===== src/rtl/gtrig_pkg.sv =====
package gtrig_pkg;

    typedef enum logic [1:0] {
        MODE_ANY      = 2'd0,
        MODE_ALL      = 2'd1,
        MODE_PAIR_AND = 2'd2,
        MODE_PAIR_OR  = 2'd3
    } combine_mode_e;

    localparam int unsigned WORD_W     = 16;
    localparam int unsigned TAG_W      = 4;
    localparam logic [3:0]  TAG_ACCEPT = 4'b0100;
    localparam int unsigned N_GROUP    = 4;

endpackage


===== src/rtl/gtrig_link_decode.sv =====
module gtrig_link_decode
    import gtrig_pkg::*;
#(
    parameter int unsigned CNT_W = 12
) (
    input  logic              clk,
    input  logic              rst_n,
    input  logic [WORD_W-1:0] word_i,
    input  logic              valid_i,
    output logic              flag_o,
    output logic [CNT_W-1:0]  cnt_o
);
    localparam int unsigned TAG_LSB = WORD_W - TAG_W;

    typedef struct packed {
        logic             flag;
        logic [CNT_W-1:0] cnt;
    } dec_state_t;

    dec_state_t st_d, st_q;

    always_comb begin
        st_d      = st_q;
        st_d.flag = valid_i && (word_i[WORD_W-1:TAG_LSB] == TAG_ACCEPT);
        if (st_d.flag) begin
            st_d.cnt = word_i[CNT_W-1:0];
        end
    end

    always_ff @(posedge clk) begin
        if (!rst_n) begin
            st_q <= '0;
        end else begin
            st_q <= st_d;
        end
    end

    assign flag_o = st_q.flag;
    assign cnt_o  = st_q.cnt;

endmodule


===== src/rtl/gtrig_align_delay.sv =====
module gtrig_align_delay #(
    parameter int unsigned MAX_DLY = 15,
    localparam int unsigned DLY_W  = $clog2(MAX_DLY + 1)
) (
    input  logic             clk,
    input  logic             rst_n,
    input  logic [DLY_W-1:0] dly_i,
    input  logic             flag_i,
    output logic             flag_o
);
    typedef struct packed {
        logic [MAX_DLY-1:0] taps;
    } dly_state_t;

    dly_state_t st_d, st_q;

    always_comb begin
        st_d.taps = {st_q.taps[MAX_DLY-2:0], flag_i};
    end

    always_comb begin
        flag_o = flag_i;
        for (int i = 0; i < int'(MAX_DLY); i++) begin
            if (int'(dly_i) == i + 1) begin
                flag_o = st_q.taps[i];
            end
        end
    end

    always_ff @(posedge clk) begin
        if (!rst_n) begin
            st_q <= '0;
        end else begin
            st_q <= st_d;
        end
    end

endmodule


===== src/rtl/gtrig_pattern.sv =====
module gtrig_pattern
    import gtrig_pkg::*;
#(
    parameter int unsigned N_LINK   = 16,
    parameter int unsigned CNT_W    = 12,
    localparam int unsigned GRP_SZ  = N_LINK / N_GROUP,
    localparam int unsigned SUM_W   = CNT_W + $clog2(N_LINK)
) (
    input  logic [N_LINK-1:0]       flags_i,
    input  logic [N_LINK-1:0]       enable_i,
    input  logic [N_LINK*CNT_W-1:0] counts_i,
    input  logic [1:0]              mode_i,
    input  logic [SUM_W-1:0]        threshold_i,
    output logic                    cond_o
);
    logic [N_GROUP-1:0] grp_hit;
    logic [N_LINK-1:0]  live;
    logic [SUM_W-1:0]   total;
    logic               pattern_ok;
    combine_mode_e      mode;

    assign live = flags_i & enable_i;
    assign mode = combine_mode_e'(mode_i);

    for (genvar g = 0; g < int'(N_GROUP); g++) begin : g_grp
        assign grp_hit[g] = |live[g*GRP_SZ +: GRP_SZ];
    end

    always_comb begin
        total = '0;
        for (int i = 0; i < int'(N_LINK); i++) begin
            if (enable_i[i]) begin
                total = total + SUM_W'(counts_i[i*CNT_W +: CNT_W]);
            end
        end
    end

    always_comb begin
        unique case (mode)
            MODE_ANY:      pattern_ok = |grp_hit;
            MODE_ALL:      pattern_ok = &grp_hit;
            MODE_PAIR_AND: pattern_ok = (grp_hit[0] & grp_hit[1]) | (grp_hit[2] & grp_hit[3]);
            MODE_PAIR_OR:  pattern_ok = (grp_hit[0] | grp_hit[1]) & (grp_hit[2] | grp_hit[3]);
            default:       pattern_ok = 1'b0;
        endcase
    end

    assign cond_o = pattern_ok && (total > threshold_i);

endmodule


===== src/rtl/gtrig_decider.sv =====
module gtrig_decider
    import gtrig_pkg::*;
#(
    parameter int unsigned N_LINK  = 16,
    parameter int unsigned CNT_W   = 12,
    parameter int unsigned MAX_DLY = 15,
    parameter int unsigned EVT_W   = 16,
    localparam int unsigned DLY_W  = $clog2(MAX_DLY + 1),
    localparam int unsigned SUM_W  = CNT_W + $clog2(N_LINK)
) (
    input  logic                     clk,
    input  logic                     rst_n,
    input  logic [N_LINK*WORD_W-1:0] link_word,
    input  logic [N_LINK-1:0]        link_valid,
    input  logic [N_LINK-1:0]        cfg_enable,
    input  logic [N_LINK*DLY_W-1:0]  cfg_delay,
    input  logic [1:0]               cfg_mode,
    input  logic [SUM_W-1:0]         cfg_threshold,
    output logic                     trig_pulse,
    output logic [N_LINK*CNT_W-1:0]  hit_counts,
    output logic [EVT_W-1:0]         event_count
);
    logic [N_LINK-1:0] raw_flag;
    logic [N_LINK-1:0] aligned_flag;
    logic              cond;

    for (genvar i = 0; i < int'(N_LINK); i++) begin : g_link
        gtrig_link_decode #(
            .CNT_W (CNT_W)
        ) u_dec (
            .clk     (clk),
            .rst_n   (rst_n),
            .word_i  (link_word[i*WORD_W +: WORD_W]),
            .valid_i (link_valid[i]),
            .flag_o  (raw_flag[i]),
            .cnt_o   (hit_counts[i*CNT_W +: CNT_W])
        );

        gtrig_align_delay #(
            .MAX_DLY (MAX_DLY)
        ) u_dly (
            .clk    (clk),
            .rst_n  (rst_n),
            .dly_i  (cfg_delay[i*DLY_W +: DLY_W]),
            .flag_i (raw_flag[i]),
            .flag_o (aligned_flag[i])
        );
    end

    gtrig_pattern #(
        .N_LINK (N_LINK),
        .CNT_W  (CNT_W)
    ) u_pat (
        .flags_i     (aligned_flag),
        .enable_i    (cfg_enable),
        .counts_i    (hit_counts),
        .mode_i      (cfg_mode),
        .threshold_i (cfg_threshold),
        .cond_o      (cond)
    );

    typedef struct packed {
        logic             cond;
        logic             trig;
        logic [EVT_W-1:0] evt;
    } dec_top_t;

    dec_top_t st_d, st_q;

    always_comb begin
        st_d      = st_q;
        st_d.cond = cond;
        st_d.trig = cond && !st_q.cond;
        if (st_d.trig) begin
            st_d.evt = st_q.evt + 1'b1;
        end
    end

    always_ff @(posedge clk) begin
        if (!rst_n) begin
            st_q <= '0;
        end else begin
            st_q <= st_d;
        end
    end

    assign trig_pulse  = st_q.trig;
    assign event_count = st_q.evt;

endmodule


===== config.mk =====
export PLATFORM = sky130hd
export DESIGN_NAME = gtrig_decider
export DESIGN_NICKNAME = d
export VERILOG_FILES = /design/src/rtl/gtrig_pkg.sv /design/src/rtl/gtrig_link_decode.sv /design/src/rtl/gtrig_align_delay.sv /design/src/rtl/gtrig_pattern.sv /design/src/rtl/gtrig_decider.sv
export SDC_FILE = /design/constraint.sdc
export NUM_CORES = 2
export LEC_CHECK = 0
export CORE_MARGIN = 2
export CORE_UTILIZATION = 45
export DETAILED_ROUTE_END_ITERATION = 10
export GPL_TIMING_DRIVEN = 1
export PLACE_DENSITY = 0.74
export SLEW_MARGIN = 25
export SYNTH_ARGS = -nofsm -noshare
export SYNTH_HDL_FRONTEND = slang
export SYNTH_SLANG_ARGS = --single-unit

===== constraint.sdc =====
create_clock -name clk -period 22.9 [get_ports clk]
set_clock_uncertainty 0.05 [all_clocks]
set_input_delay 4.58 -clock clk [delete_from_list [all_inputs] [get_ports clk]]
set_output_delay 4.58 -clock clk [all_outputs]
set_load 0.005 [all_outputs]

==> impl_metrics.toml <==
[outcome]
status = "complete, no violations"

[detailed_routing]
drt_drc_violations_left = 0
wire_per_inst_um = 16.7
dr_total_vias = 27500
antenna_left = 0
drt_iter0_drc = 1565
routed_via_density = 5.28
drt-total-wl_mm = 87.3
drt-pass1-iter-count = 7

[critical_path]
reg2reg_depth = 97
start_kind = "input pin"
slowest_delay_ns = 0.50
path_max_fanout = 8
end_kind = "flop"
crit_required_ns = 23.39
crit_start = "cfg_enable[0]"
reg2reg_to = "event_count[15]"
cp-endpoint = "event_count[15]"
cp_common_cell = "ha_1"
crit_slowest_cell = "or4_1"
r2r_slack_ns = 4.60
critPathKind = "in2reg"
cp.arrival_ns = 22.57
r2r-start = "g_link[0].u_dec.cnt_o[0]"

[placement]
dp_hpwl_mm = 67.0
gp_congestion = 0.947
place_ws_ns = -0.758
placed_area_sq_um = 38400
port_buffers = 580

[clock_tree]
cts_max_level = 2
root_buffer = "clkbuf_16"
clk_latency_ns = 0.61
cts_tree = "yes"
cts.path.max_buffers = 3
clock_sinks = 466
cts_made_buffers = 50
path_clk_slew_ns = 0.06

[synth]
synthDistinctLibCells = 91
seq_area_frac_synth_pct = 31.1
syn-num-nets = 4125
synth-seq-cells = 466
synth_top_flop_cell = "dfxtp_1"
synth_edf_count = 0
avgSynthCellArea_sq_um = 8.48
synthesis.instances = 3536
async_reset_ff_share_pct = 0
syn_area_sq_um = 30000
ys.warnings.count = 0

[floorplan]
dieArea_sq_um = 68700
row_count = 94
core_sq_um = 65900
chipWidth_um = 262
ios = 581
dieHeight_um = 262
start_util_pct = 45.5

[global_routing]
grt_pass1_vias = 25100
grt_pass1_wl_mm = 133
grtUsageTotal_pct = 24.0
overflow = 0
grt_antenna_before_repair = 9
grt_start_max_net_pins = 138

[worst_hold_path]
min_from = "g_link[9].u_dly.st_q[10]"
min_path_type = "reg2reg"

[sta]
hold_viol = 0
finalCriticalPeriod_ns = 22.08
report.final.slew_viol_count = 0
layout_setup_ws_ns = 0.820
whs_ns = 0.383
tightestPinTransition_ns = 1.15
finalSetupViolations = 0
finalCritPeriodShare_pct = 96.4
fmax_mhz = 45.3
slew_headroom_pct = 22.2

[power_and_ir_drop]
leakage_nw = 16.6
total_power_mw = 2.14
peakVddDrop_mv = 0.0604
p_per_area_nw_per_um2 = 52.1

[cells_and_area]
fin_area_sq_um = 41100
fin_nets = 4898
drive_gt1_share_pct = 14.7
final_common_cell = "clkdlybuf4s50_1"
final_cell_mix = "clkdlybuf4s50_1 (578), dfxtp_1 (466), buf_4 (313)"
area_delta_synth_final_pct = 37.1

[flow_run]
drv_cap = 0
-- cell type report --
type,instances,area (sq um)
Sequential cell,466,9330
Antenna cell,6,15.0
Multi-Input combinational cell,2712,20100
Timing Repair Buffer,895,8190
Clock inverter,28,373
Tap cell,864,1080
Fill cell,5630,24700
Inverter,184,691
Clock buffer,62,1360
-- cells by family after synthesis --
family                   after synthesis  share of synthesized area, %
buffers and inverters                358                          4.71
AND/OR/NAND/NOR                     1230                          22.3
adder cells (fa/ha/maj)              219                          9.49
XOR/XNOR                             136                          4.27
multiplexers                         306                          10.7
flip-flops                           466                          31.1
AO/OA/AOI/OAI                        821                          17.4
-- power breakdown --
group          switching, mW  internal (mW)  total, mW  leakage [nW]
clock                  0.351          0.492      0.843         0.841
sequential           0.00652          0.816      0.822          3.76
combinational          0.219          0.259      0.478          12.0
-- metrics by stage --
| step | instances | util (%) | setup TNS, ns |
|---|---|---|---|
| floorplan | 3536 | - | 0 |
| global placement | 5091 | 58.3 | -0.241 |
| detailed placement | 5091 | 58.3 | -6.21 |
| CTS | 5181 | 60.9 | 0 |
| global route | 5217 | 62.5 | -0.238 |
| finish | 5217 | 62.5 | 0 |
-- flip-flops by register name, summed over array words and instances (netlist names) --
name                 count
event_count             16
st_q                     1
g_link.u_dec.flag_o     16
g_link.u_dly.st_q      240
trig_pulse               1
g_link.u_dec.cnt_o     192
-- routing by layer --
| metal | up-vias | part of all wire, % | track usage, % |
|---|---|---|---|
| met4 | 2 | 2.9 | 8.05 |
| met2 | 607 | 47 | 39.2 |
| met3 | 133 | 4.9 | 3.77 |
| met1 | 12800 | 45 | 32.2 |
| li1 | 14000 | - | - |
| met5 | - | 0.015 | 0 |
-- worst min path at each step --
stage,endpoint,cells past startpoint
after floorplan,trig_pulse,1
after global placement,g_link[12].u_dly.st_q[3],1
after detailed placement,trig_pulse,1
after CTS,trig_pulse,1
after global routing,trig_pulse,1
final,g_link[9].u_dly.st_q[11],1
-- worst max-delay path, delay by kind of cell --
kind                     cells  cell delay [ns]
XOR/XNOR                     7             0.80
AND/OR/NAND/NOR             14             2.81
adder cells (fa/ha/maj)     16             4.85
AO/OA/AOI/OAI               44             6.52
buffers and inverters       14             1.51
multiplexers                 5             1.43
-- Yosys cell counts (59+ instances only) --
| cell | number | area, sq um |
|---|---|---|
| and2_1 | 290 | 1810 |
| o21a_1 | 59 | 443 |
| o21ai_0 | 234 | 1170 |
| ha_1 | 202 | 2530 |
| nor2b_1 | 252 | 1580 |
| dfxtp_1 | 466 | 9330 |
| xnor2_1 | 101 | 885 |
| a21oi_1 | 194 | 971 |
| clkbuf_1 | 152 | 571 |
| nand2_1 | 207 | 777 |
| mux2i_1 | 245 | 2450 |
| nor2_1 | 183 | 687 |
| inv_1 | 178 | 668 |
-- what timing repair did --
action	CTS	global route
gates resized for setup	3	195
hold endpoints to repair	0	0
pin swaps	0	63
hold buffers	0	0
buffers inserted	0	30
setup endpoints to repair	1	18
Note: power is estimated with default switching activity, not from simulation.
